[config.mk]
export PLATFORM = sky130hd
export DESIGN_NAME = fmtuart_tx
export DESIGN_NICKNAME = d
export VERILOG_FILES = /design/src/rtl/fmtuart_pkg.sv /design/src/rtl/fmtuart_fmt_decode.sv /design/src/rtl/fmtuart_parity.sv /design/src/rtl/fmtuart_bit_timer.sv /design/src/rtl/fmtuart_tx.sv
export SDC_FILE = /design/constraint.sdc
export NUM_CORES = 1
export LEC_CHECK = 0
export BUFFER_PORTS_ARGS = -buffer_cell sky130_fd_sc_hd__buf_2
export CELL_PAD_IN_SITES_DETAIL_PLACEMENT = 1
export CELL_PAD_IN_SITES_GLOBAL_PLACEMENT = 1
export CORE_ASPECT_RATIO = 2
export CORE_MARGIN = 4
export CORE_UTILIZATION = 47
export CTS_CLUSTER_DIAMETER = 40
export DETAILED_ROUTE_END_ITERATION = 10
export PLACE_DENSITY = 0.87
export SYNTH_ARGS = -nofsm -noshare
export SYNTH_HDL_FRONTEND = slang
export SYNTH_SLANG_ARGS = --single-unit
[constraint.sdc]
create_clock -name clk -period 4.7 [get_ports clk]
set_input_delay 0.705 -clock clk [delete_from_list [all_inputs] [get_ports clk]]
set_output_delay 0.705 -clock clk [all_outputs]
set_load 0.005 [all_outputs]
[src/rtl/fmtuart_pkg.sv]
package fmtuart_pkg;

    typedef enum logic [2:0] {
        ST_IDLE,
        ST_START,
        ST_DATA,
        ST_PARITY,
        ST_STOP
    } tx_state_e;

    typedef struct packed {
        logic       par_even;
        logic       par_en;
        logic       stop_long;
        logic [1:0] len_sel;
    } line_fmt_t;

    function automatic line_fmt_t unpack_ctrl(input logic [4:0] c);
        line_fmt_t f;
        f.len_sel   = c[1:0];
        f.stop_long = c[2];
        f.par_en    = c[3];
        f.par_even  = c[4];
        return f;
    endfunction

endpackage

[src/rtl/fmtuart_fmt_decode.sv]
module fmtuart_fmt_decode
    import fmtuart_pkg::*;
#(
    parameter int CHAR_W     = 8,
    parameter int MIN_WORD   = 5,
    parameter int OVERSAMPLE = 16,
    parameter int IDX_W      = 3,
    parameter int CNT_W      = 6
) (
    input  line_fmt_t          fmt,
    output logic [IDX_W-1:0]   last_idx,
    output logic [CNT_W-1:0]   stop_ticks,
    output logic [CHAR_W-1:0]  data_mask
);
    localparam logic [CNT_W-1:0] STOP_ONE  = CNT_W'(OVERSAMPLE);
    localparam logic [CNT_W-1:0] STOP_HALF = CNT_W'(OVERSAMPLE + OVERSAMPLE / 2);
    localparam logic [CNT_W-1:0] STOP_TWO  = CNT_W'(2 * OVERSAMPLE);

    always_comb begin
        last_idx = IDX_W'(MIN_WORD - 1) + IDX_W'(fmt.len_sel);
    end

    always_comb begin
        if (!fmt.stop_long) begin
            stop_ticks = STOP_ONE;
        end else if (fmt.len_sel == 2'b00) begin
            stop_ticks = STOP_HALF;
        end else begin
            stop_ticks = STOP_TWO;
        end
    end

    for (genvar i = 0; i < CHAR_W; i++) begin : g_mask
        assign data_mask[i] = (IDX_W'(i) <= last_idx);
    end

endmodule

[src/rtl/fmtuart_parity.sv]
module fmtuart_parity #(
    parameter int CHAR_W = 8
) (
    input  logic [CHAR_W-1:0] data,
    input  logic [CHAR_W-1:0] mask,
    input  logic              even,
    output logic              par_bit
);
    logic ones_odd;

    always_comb begin
        ones_odd = ^(data & mask);
        // even sense: bit equals the data parity; odd sense: its complement
        par_bit  = even ? ones_odd : ~ones_odd;
    end

endmodule

[src/rtl/fmtuart_bit_timer.sv]
module fmtuart_bit_timer #(
    parameter int CNT_W = 6
) (
    input  logic             clk,
    input  logic             rst_n,
    input  logic             hold,
    input  logic             tick,
    input  logic [CNT_W-1:0] limit,
    output logic             done
);
    logic [CNT_W-1:0] cnt_d, cnt_q;

    always_comb begin
        done  = tick && !hold && (cnt_q == limit - CNT_W'(1));
        cnt_d = cnt_q;
        if (hold) begin
            cnt_d = '0;
        end else if (done) begin
            cnt_d = '0;
        end else if (tick) begin
            cnt_d = cnt_q + CNT_W'(1);
        end
    end

    always_ff @(posedge clk or negedge rst_n) begin
        if (!rst_n) begin
            cnt_q <= '0;
        end else begin
            cnt_q <= cnt_d;
        end
    end

endmodule

[src/rtl/fmtuart_tx.sv]
module fmtuart_tx
    import fmtuart_pkg::*;
#(
    parameter int CHAR_W     = 8,
    parameter int CTRL_W     = 8,
    parameter int MIN_WORD   = 5,
    parameter int OVERSAMPLE = 16
) (
    input  logic              clk,
    input  logic              rst_n,
    input  logic              baud_tick,
    input  logic [CTRL_W-1:0] ctrl,
    input  logic [CHAR_W-1:0] tx_data,
    input  logic              tx_valid,
    output logic              tx_ready,
    output logic              tx_line,
    output logic              tx_empty
);
    localparam int IDX_W = (CHAR_W > 1) ? $clog2(CHAR_W) : 1;
    localparam int CNT_W = $clog2(2 * OVERSAMPLE + 1);
    localparam logic [CNT_W-1:0] BIT_TICKS = CNT_W'(OVERSAMPLE);

    typedef struct packed {
        tx_state_e         st;
        logic [CHAR_W-1:0] shreg;
        logic [IDX_W-1:0]  idx;
        logic [IDX_W-1:0]  last;
        logic              par_en;
        logic              par_bit;
        logic [CNT_W-1:0]  stop_lim;
        logic              empty;
    } tx_regs_t;

    tx_regs_t r_d, r_q;

    line_fmt_t         fmt_in;
    logic [IDX_W-1:0]  dec_last;
    logic [CNT_W-1:0]  dec_stop;
    logic [CHAR_W-1:0] dec_mask;
    logic              dec_par;
    logic              timer_hold;
    logic              bit_done;
    logic [CNT_W-1:0]  timer_limit;
    logic              unused_ctrl_hi;

    assign fmt_in         = unpack_ctrl(ctrl[4:0]);
    assign unused_ctrl_hi = ^ctrl[CTRL_W-1:5];

    fmtuart_fmt_decode #(
        .CHAR_W     (CHAR_W),
        .MIN_WORD   (MIN_WORD),
        .OVERSAMPLE (OVERSAMPLE),
        .IDX_W      (IDX_W),
        .CNT_W      (CNT_W)
    ) u_decode (
        .fmt        (fmt_in),
        .last_idx   (dec_last),
        .stop_ticks (dec_stop),
        .data_mask  (dec_mask)
    );

    fmtuart_parity #(
        .CHAR_W (CHAR_W)
    ) u_parity (
        .data    (tx_data),
        .mask    (dec_mask),
        .even    (fmt_in.par_even),
        .par_bit (dec_par)
    );

    assign timer_hold  = (r_q.st == ST_IDLE);
    assign timer_limit = (r_q.st == ST_STOP) ? r_q.stop_lim : BIT_TICKS;

    fmtuart_bit_timer #(
        .CNT_W (CNT_W)
    ) u_timer (
        .clk   (clk),
        .rst_n (rst_n),
        .hold  (timer_hold),
        .tick  (baud_tick),
        .limit (timer_limit),
        .done  (bit_done)
    );

    always_comb begin
        r_d = r_q;
        unique case (r_q.st)
            ST_IDLE: begin
                if (tx_valid) begin
                    r_d.st       = ST_START;
                    r_d.shreg    = tx_data;
                    r_d.idx      = '0;
                    r_d.last     = dec_last;
                    r_d.par_en   = fmt_in.par_en;
                    r_d.par_bit  = dec_par;
                    r_d.stop_lim = dec_stop;
                    r_d.empty    = 1'b0;
                end
            end
            ST_START: begin
                if (bit_done) begin
                    r_d.st = ST_DATA;
                end
            end
            ST_DATA: begin
                if (bit_done) begin
                    r_d.shreg = r_q.shreg >> 1;
                    if (r_q.idx == r_q.last) begin
                        r_d.st = r_q.par_en ? ST_PARITY : ST_STOP;
                    end else begin
                        r_d.idx = r_q.idx + IDX_W'(1);
                    end
                end
            end
            ST_PARITY: begin
                if (bit_done) begin
                    r_d.st = ST_STOP;
                end
            end
            ST_STOP: begin
                if (bit_done) begin
                    r_d.st    = ST_IDLE;
                    r_d.empty = 1'b1;
                end
            end
            default: begin
                r_d.st    = ST_IDLE;
                r_d.empty = 1'b1;
            end
        endcase
    end

    always_ff @(posedge clk or negedge rst_n) begin
        if (!rst_n) begin
            r_q.st       <= ST_IDLE;
            r_q.shreg    <= '0;
            r_q.idx      <= '0;
            r_q.last     <= '0;
            r_q.par_en   <= 1'b0;
            r_q.par_bit  <= 1'b0;
            r_q.stop_lim <= BIT_TICKS;
            r_q.empty    <= 1'b1;
        end else begin
            r_q <= r_d;
        end
    end

    always_comb begin
        unique case (r_q.st)
            ST_START:  tx_line = 1'b0;
            ST_DATA:   tx_line = r_q.shreg[0];
            ST_PARITY: tx_line = r_q.par_bit;
            default:   tx_line = 1'b1;
        endcase
    end

    assign tx_ready = (r_q.st == ST_IDLE);
    assign tx_empty = r_q.empty;

endmodule

==> Word level (Yosys, flattened, before mapping) <==
Cells that the tools add are included.
{ "classes": {"addsub": 4, "n_mux": 20, "n_bitwise": 3, "multipliers": 0, "shifts": 0, "eq_ne": 13, "reduce_logical": 14, "order_cmp": 8, "div": 0} }
{ "ops": {"columns": ["cell", "count"], "rows": [
  ["$mux W6", 6],
  ["$mux W26", 1],
  ["$pmux W11 S2", 1],
  ["$mux W3", 6],
  ["$pmux W3 S5", 1],
  ["$mux W14", 1],
  ["$ne A2 B2 Y1 const B", 7],
  ["$le A3 B3 Y1 const A", 4],
  ["$and A8 B8 Y8", 1],
  ["$reduce_xor A8 Y1", 1],
  ["$add A6 B1 Y6 const B", 1],
  ["$eq A3 B2 Y1 const B", 2],
  ["$eq A6 B6 Y1", 1],
  ["$le A1 B3 Y1 const A", 2],
  ["$le A2 B3 Y1 const A", 2],
  ["$pmux W1 S3", 2],
  ["$reduce_and A3 Y1", 2],
  ["$reduce_and A6 Y1", 1],
  ["$sub A6 B1 Y6 const B", 1],
  ["$reduce_and A4 Y1", 1],
  ["$add A3 B1 Y3 const B", 1],
  ["$add A3 B2 Y3 const A", 1],
  ["$eq A3 B1 Y1 const B", 1],
  ["$eq A3 B3 Y1", 1],
  ["other kinds (11)", 14]
]} }
{ "word_totals": {"latch_bits": 0, "elab_cells": 71, "rom_bits": 0, "n_memories": 0, "ram_bits": 0, "register_bits": 32, "input_bits": 20, "out_inout_bits": 3} }

==> Logic depth before layout (Yosys ltp) <==
Gate-level depths: netlist (run 1).
{ "depth": {"depth_word": 8, "mapped_depth": 11, "depth_no_buf": 9} }

==> Modules after synthesis <==
A second synthesis (run 1) with hierarchy kept.
{ "unflattened": {"hier_cells": 222, "area_unflattened_um2": 2043.2} }
{ "by_module_without_submodules": {"columns": ["module", "area_each_um2", "seq_area_each_um2", "instances", "cells_each"], "rows": [
  ["fmtuart_tx", 1297.5, 653.1, 1, 131],
  ["fmtuart_bit_timer", 503.0, 150.1, 1, 57],
  ["fmtuart_fmt_decode", 127.6, 0.0, 1, 19],
  ["fmtuart_parity", 115.1, 0.0, 1, 15]
]} }

==> Least setup slack after synthesis (run 1) <==
OpenSTA, ideal clock, no wires.
{ "synth_path": {"path_kind": "reg2reg", "start": "register r_q[24] (netlist bit)", "end": "register r_q[12] (netlist bit)", "setup_time_ps": 80, "t_required_ps": 4620, "arrival_time_ps": 2166, "path_buffers": 1, "setup_slack_ps": 2454, "stages_incl_launch_ff": 10, "period_less_slack_ps": 2246, "cell_sequence": "dfrtp_1 -> buf_6 -> and4bb_1 -> inv_1 -> ha_1 -> xor2_1 -> and3_1 -> nand3_1 -> or4b_1 -> o211ai_2"} }
{ "synth_between": {"elab_chain_len": 7, "elab_cells_between_ends": 15, "classes_between": "add/sub: 1; eq/ne: 6; mux: 2; reduce/logical: 6"} }
{ "synth_rtl": {"columns": ["item", "line", "rtl"], "rows": [
  ["start: declaration", "fmtuart_tx.sv:34", "tx_regs_t r_d, r_q;"],
  ["start signal: assignment", "fmtuart_tx.sv:144", "r_q <= r_d;"],
  ["$eq A3 B3 Y1", "fmtuart_tx.sv:72", "assign timer_limit = (r_q.st == ST_STOP) ? r_q.stop_lim : BIT_TICKS;"],
  ["$mux W6", "fmtuart_tx.sv:72", null],
  ["$sub A6 B1 Y6", "fmtuart_bit_timer.sv:14", "done = tick && !hold && (cnt_q == limit - CNT_W'(1));"],
  ["$eq A6 B6 Y1", "fmtuart_bit_timer.sv:14", null],
  ["$logic_and A1 B1 Y1", "fmtuart_bit_timer.sv:14", null],
  ["$ne A2 B2 Y1 (no source line)", null, null],
  ["$reduce_and A4 Y1 (no source line)", null, null]
]} }
Parallel ways exist; a longest one is shown, timed or not.
A chain may end at the register's enable or synchronous reset.

==> Final worst setup path (run 1) <==
{ "layout_path": {"start": "register r_q[23] (netlist bit)", "end": "register r_q[24] (netlist bit)"} }
{ "layout_between": {"elab_chain_len": 7, "elab_cells_between_ends": 19, "classes_between": "add/sub: 1; eq/ne: 11; mux: 2; reduce/logical: 5"} }
{ "layout_rtl": {"columns": ["item", "line"], "rows": [
  ["$eq A3 B3 Y1", "fmtuart_tx.sv:72, fmtuart_tx.sv:87"],
  ["$mux W6", "fmtuart_tx.sv:72"],
  ["$sub A6 B1 Y6", "fmtuart_bit_timer.sv:14"],
  ["$eq A6 B6 Y1", "fmtuart_bit_timer.sv:14"],
  ["$logic_and A1 B1 Y1", "fmtuart_bit_timer.sv:14"],
  ["$ne A2 B2 Y1 (no source line)", null],
  ["$reduce_and A6 Y1 (no source line)", null]
]} }
Parallel ways exist; a longest one is shown, timed or not.

==> flow_summary.yaml, run 1 <==
logic_synthesis:
  ys_seq_area_share_pct: 43.2
  yosysWarnings: 0
  syn-cell-area_mm2: 0.00169
  synth_top_area_share_pct: 40.1
  synth.distinct_cells: 45
  synthTopCellsByArea: "dfrtp_1, nand2_1, xnor2_1"
  synth-main-ff-cell: "dfrtp_1"
  syn_nets: 199
  netlist_instances: 176
  async_reset_ff_share_pct: 100
  synth_edf_count: 0
  yosysTopAreaCell: "dfrtp_1"
  ys_seq_elements: 29
  syn_avg_cell_area_um2: 9.58
floorplan:
  fp.dieH_um: 92.7
  start_util_pct: 49.4
  core-area_mm2: 0.00342
  die_x_um: 50.4
  die_area_mm2: 0.00467
  io_pins: 23
  row_count: 30
timing:
  slew_viol_final: 0
  fin_skew_ns: 0.00480
  period_share_pct: 57.0
  finalCriticalPeriod_ns: 2.68
  hold_viol: 0
  fin_tns_setup_ns: 0
  max_slew_margin_pct: 55.8
  setup_viol: 0
  tightest_slew_ns: 0.663
  rsz0062_at_grt: "false"
  clock.fmax_mhz: 374
clock_network:
  htree_levels: 2
  numCtsBuffers: 5
  postCtsSetupRepairBufs: 0
  clk_pin_slew_ns: 0.06
  post_cts_resized: 0
  postCtsHoldBufs: 0
  cts.path.max_buffers: 2
  cts_tree: "done"
  cts-root-buf: "clkbuf_8"
  worstSkewPairLatency_ns: 0.29
  clock-sinks: 29
routing:
  ant_nets: 0
  dr.first_iter.drc_count: 19
  first_pass_iters: 4
  drt-vias-per-instance: 5.80
  routedWlPerCell_um: 18.2
  via_count: 1404
  drt-total-wl_um: 4410
  route.detailed.drc: 0
min_path:
  hp-class: "in -> async"
setup_path:
  worstPathRequired_ns: 4.88
  crit_type: "reg -> reg"
  path_cells: "nor2_1 > nand2_1 > nor2_1 > ha_1 > xor2_1 > and3_1 > and3_1 > o21ai_1 > a32o_1"
  cp_slowest_cell: "dfrtp_1"
  max_stage_delay_ns: 0.54
  path_buf_inv: 0
  arrival_ns: 2.86
  end_kind: "register"
  rrSetupSlack_ns: 2.02
  crit_family: "simple AND/OR/NAND/NOR gates"
  cp-start-kind: "register"
  cp_max_fo: 13
pwr:
  vdd_ir_drop_max_v: 0.000233
  power.leakage_uw: 0.000829
  p_per_area_mw_per_mm2: 490
grt:
  grt_pass1_wl_um: 7610
  overflow: 0
  grt_util_all_layers_pct: 21.7
  grt_max_degree: 30
  grt_pass1_vias: 1614
  grt_antenna_before_repair: 0
cells_and_area:
  fin_area_mm2: 0.00187
  drive_above_1_share_pct: 20.6
  final_common_cell: "nand2_1"
  nets: 217
  area_delta_synth_final_pct: 10.6
  layout_common_cells: "nand2_1, dfrtp_1, buf_2"
  n_antenna_cell: 0
outcome:
  status: "finished, final reports clean"
flow_run:
  max_cap_viol_count: 0
placement:
  dpl.hpwl_um: 3350
  dpl_cell_area_mm2: 0.00178
  gp_congestion: 0.740
  port_buffers: 19
## sequential cells by signal (all words and copies together) (netlist names)
register and count:
r_q 22, tx_empty 1, u_timer.cnt_q 6
## cell type report
type                            count  area (um2)
Sequential cell                    29         728
Timing Repair Buffer               19        95.1
Multi-Input combinational cell    134         877
Inverter                            5        18.8
Clock buffer                        7        86.3
Fill cell                         401        1550
Tap cell                           48        60.1
## metal layers
metal / global-route usage [%] / part of all wire, % / vias to the layer above
li1: - / - / 653
met1: 19.8 / 33 / 706
met2: 42.7 / 60 / 31
met3: 3.38 / 2.8 / 14
met4: 12.4 / 3.8 / 0
met5: 0 / 0 / -
## worst register-to-register path: stages (launching register included)
cell and delay (ns):
dfrtp_1 0.54, nor2_1 0.26, nand2_1 0.11, nor2_1 0.14
ha_1 0.26, xor2_1 0.12, and3_1 0.24, and3_1 0.44
o21ai_1 0.17, a32o_1 0.29
## cell usage after synthesis (2+ instances only)
| master | instances |
|---|---|
| a211o_1 | 2 |
| nor2_1 | 13 |
| a21o_1 | 2 |
| a21oi_1 | 8 |
| and4bb_1 | 2 |
| xor2_1 | 4 |
| dfrtp_1 | 27 |
| nand2b_1 | 6 |
| and3_1 | 2 |
| o211ai_1 | 3 |
| mux2i_1 | 2 |
| o22ai_1 | 4 |
| nand2_1 | 29 |
| nand3_1 | 9 |
| nor3b_1 | 2 |
| nor3_2 | 2 |
| o21ai_0 | 5 |
| nand4b_1 | 3 |
| o221a_2 | 4 |
| buf_6 | 3 |
| inv_1 | 5 |
| dfstp_2 | 2 |
| ha_1 | 3 |
| buf_4 | 2 |
| xnor2_1 | 12 |
## per-stage QoR
stage          util, %  setup slack (ns)  hold WS [ns]  total power [uW]  instances
3_3_place_gp      52.1              2.14         0.455               671        235
6_report          54.6              2.02         0.441               913        242
5_1_grt           54.6              1.89         0.492               974        242
4_1_cts           54.6              2.04         0.469               920        242
3_5_place_dp      52.1              2.08         0.482               706        235
2_1_floorplan        -              2.45         0.409               625        176
## power by group
part           leakage, uW  internal, uW  switching (uW)  total [uW]
sequential        0.000353           337            88.9         426
clock            0.0000443           116            97.1         213
combinational     0.000432           132             142         275
total             0.000829           585             328         913
## worst paths after layout
| kind | start | end | depth (start not counted) |
|---|---|---|---|
| worst max-delay path | r_q[23] | r_q[24] | 9 |
| worst min-delay path | rst_n | u_timer.cnt_q[4] | 1 |
| worst max register to register | r_q[23] | r_q[24] | 9 |
| worst min register to register | r_q[9] | r_q[9] | 2 |
| max in group asynchronous | rst_n | r_q[12] | 1 |
| min in group clk | r_q[9] | r_q[9] | 2 |
## logic make-up after synthesis
family                     share of synthesized area (%)
and+or+nand+nor                                     24.6
adders and majority gates                           2.23
muxes                                               1.19
DFF                                                 43.2
buffers and inverters                               4.82
AOI/OAI and AO/OA                                   15.7
xor gates and xnor gates                            8.31
Note: power is estimated with default switching activity, not from simulation.
==> run 2: changes to the inputs <==
--- a/config.mk
+++ b/config.mk
@@ -10,10 +10,10 @@
 export CELL_PAD_IN_SITES_GLOBAL_PLACEMENT = 1
 export CORE_ASPECT_RATIO = 2
 export CORE_MARGIN = 4
-export CORE_UTILIZATION = 47
+export CORE_UTILIZATION = 39
 export CTS_CLUSTER_DIAMETER = 40
 export DETAILED_ROUTE_END_ITERATION = 10
-export PLACE_DENSITY = 0.87
+export PLACE_DENSITY = 0.77
 export SYNTH_ARGS = -nofsm -noshare
 export SYNTH_HDL_FRONTEND = slang
 export SYNTH_SLANG_ARGS = --single-unit
==> constraint.sdc (replaced) <==
create_clock -name clk -period 2.2 [get_ports clk]
set_input_delay 0.33 -clock clk [delete_from_list [all_inputs] [get_ports clk]]
set_output_delay 0.33 -clock clk [all_outputs]
set_load 0.005 [all_outputs]
==> flow_summary.yaml, run 2 (same netlist as run 1, synthesis figures left out) <==
outcome:
  status: "complete, but fails checks"
  failed_checks: "negative setup slack"
grt:
  grt_util_all_layers_pct: 20.3
  overflow: 0
  grt_antenna_before_repair: 0
  grt_pass1_vias: 1726
  grt_max_degree: 30
  grt_pass1_wl_um: 7980
min_path:
  hp-class: "in -> async"
routing:
  route.detailed.drc: 0
  drt-total-wl_um: 5170
  ant_nets: 0
  first_pass_iters: 4
  dr.first_iter.drc_count: 16
  drt-vias-per-instance: 5.73
  routedWlPerCell_um: 19.2
  via_count: 1542
timing:
  tightest_slew_ns: 0.663
  max_slew_margin_pct: 55.8
  period_share_pct: 101
  hold_viol: 0
  slew_viol_final: 0
  setup_viol: 3
  fin_tns_setup_ns: -0.0404
  clock.fmax_mhz: 449
  fin_skew_ns: 0.00632
  rsz0062_at_grt: "true"
  layout_setup_ws_ns: -0.0264
  finalCriticalPeriod_ns: 2.23
placement:
  dpl_cell_area_mm2: 0.00193
  dpl.hpwl_um: 3560
  gp_congestion: 0.845
  port_buffers: 19
  dp_slack_ns: -0.130
  dp_cells: 258
setup_path:
  crit_type: "reg -> reg"
  cp_max_fo: 8
  worstReg2RegEnd: "u_timer.cnt_q[3]"
  reg2regPathDepth: 9
  arrival_ns: 2.45
  r2r_start: "r_q[24]"
  end_kind: "register"
  cp-start-kind: "register"
  worstPathRequired_ns: 2.42
  rrSetupSlack_ns: -0.03
floorplan:
  die_area_mm2: 0.00550
  die_x_um: 54.5
  row_count: 33
  start_util_pct: 40.8
  fp.dieH_um: 101
  io_pins: 23
  core-area_mm2: 0.00413
pwr:
  internal_power_uw: 1360
  clock_power_share_pct: 21.2
  p_sw_uw: 782
  seq_power_share_pct: 41.8
  switching_share_pct: 36.5
  combPwrFrac_pct: 37.0
  p_per_area_mw_per_mm2: 970
  power.leakage_uw: 0.000957
  vdd_ir_drop_max_v: 0.000592
clock_network:
  cts-root-buf: "clkbuf_8"
  clk_pin_slew_ns: 0.06
  worstSkewPairLatency_ns: 0.28
  cts_tree: "done"
  numCtsBuffers: 5
  clock-sinks: 29
  postCtsHoldBufs: 0
  cts.path.max_buffers: 2
  htree_levels: 2
cells_and_area:
  area_delta_synth_final_pct: 30.8
  final_common_cell: "nand2_1"
  fin_area_mm2: 0.00221
  nets: 240
  drive_above_1_share_pct: 38.7
  n_antenna_cell: 0
  top_register: "r_q"
  final_cells: 269
  layout_common_cells: "nand2_1, dfrtp_1, buf_4"
  largest_reg_flops: 22
flow_run:
  max_cap_viol_count: 0
run 2: cell types whose count changed in the layout (fill, tap and decap cells not counted), sizes merged:
cell  previous run  this run
buf             19        42
run 2: area by class of cell:
type	instances	area, um2
clock buffers	7	86.3
fillers	495	1920
inverters	5	18.8
multi-input cells	134	1030
flip-flops and latches	29	728
well taps	52	65.1
repair buffers	42	279
run 2: how the worst max path moves through the flow:
stage / startpoint / endpoint / slack (ns) / cells after the start
finish: r_q[24] / u_timer.cnt_q[3] / -0.03 / 9
CTS: r_q[23] / r_q[12] / -0.007 / 8
floorplan: r_q[24] / r_q[12] / 0.003 / 9
global placement: r_q[23] / r_q[24] / -0.05 / 8
global route: r_q[24] / u_timer.cnt_q[3] / -0.15 / 10
detailed placement: r_q[24] / r_q[24] / -0.13 / 8
run 2: repair_timing:
item / 4_1_cts / 5_1_grt
setup endpoints to repair: 16 / 19
cloned: 0 / 0
buffers inserted: 3 / 1
pin swaps: 11 / 18
resized for setup: 11 / 21
hold endpoints to repair: 0 / 0
run 2: through the flow:
step / utilization [%] / hold WS (ns) / power (uW)
2_1_floorplan: - / 0.0344 / 1340
3_3_place_gp: 46.7 / 0.394 / 1510
3_5_place_dp: 46.7 / 0.410 / 1570
4_1_cts: 50.4 / 0.105 / 2060
5_1_grt: 53.4 / 0.125 / 2280
6_report: 53.4 / 0.0751 / 2140
run 2: critical path, stage by stage (launching register included):
cell	delay, ns
dfrtp_1	0.41
and4bb_2	0.35
inv_2	0.06
ha_4	0.15
xor2_2	0.14
xnor2_1	0.13
buf_4	0.16
a311o_2	0.46
nor3_2	0.18
a211o_1	0.12
run 2: power groups by stage:
stage | logic [uW] | clock network (uW) | registers [uW]
after global routing | 877 | 492 | 911
after CTS | 733 | 457 | 869
after floorplan | 517 | 0 | 819
final | 793 | 453 | 895
after detailed placement | 702 | 0 | 872
after global placement | 649 | 0 | 859
run 2: per-layer routing:
metal	vias to the layer above	GRT usage, %	routed length [um]
met5	-	0	0
li1	696	-	-
met1	776	19.5	1660
met2	50	37.1	3080
met3	20	4.15	192
met4	0	11.7	237
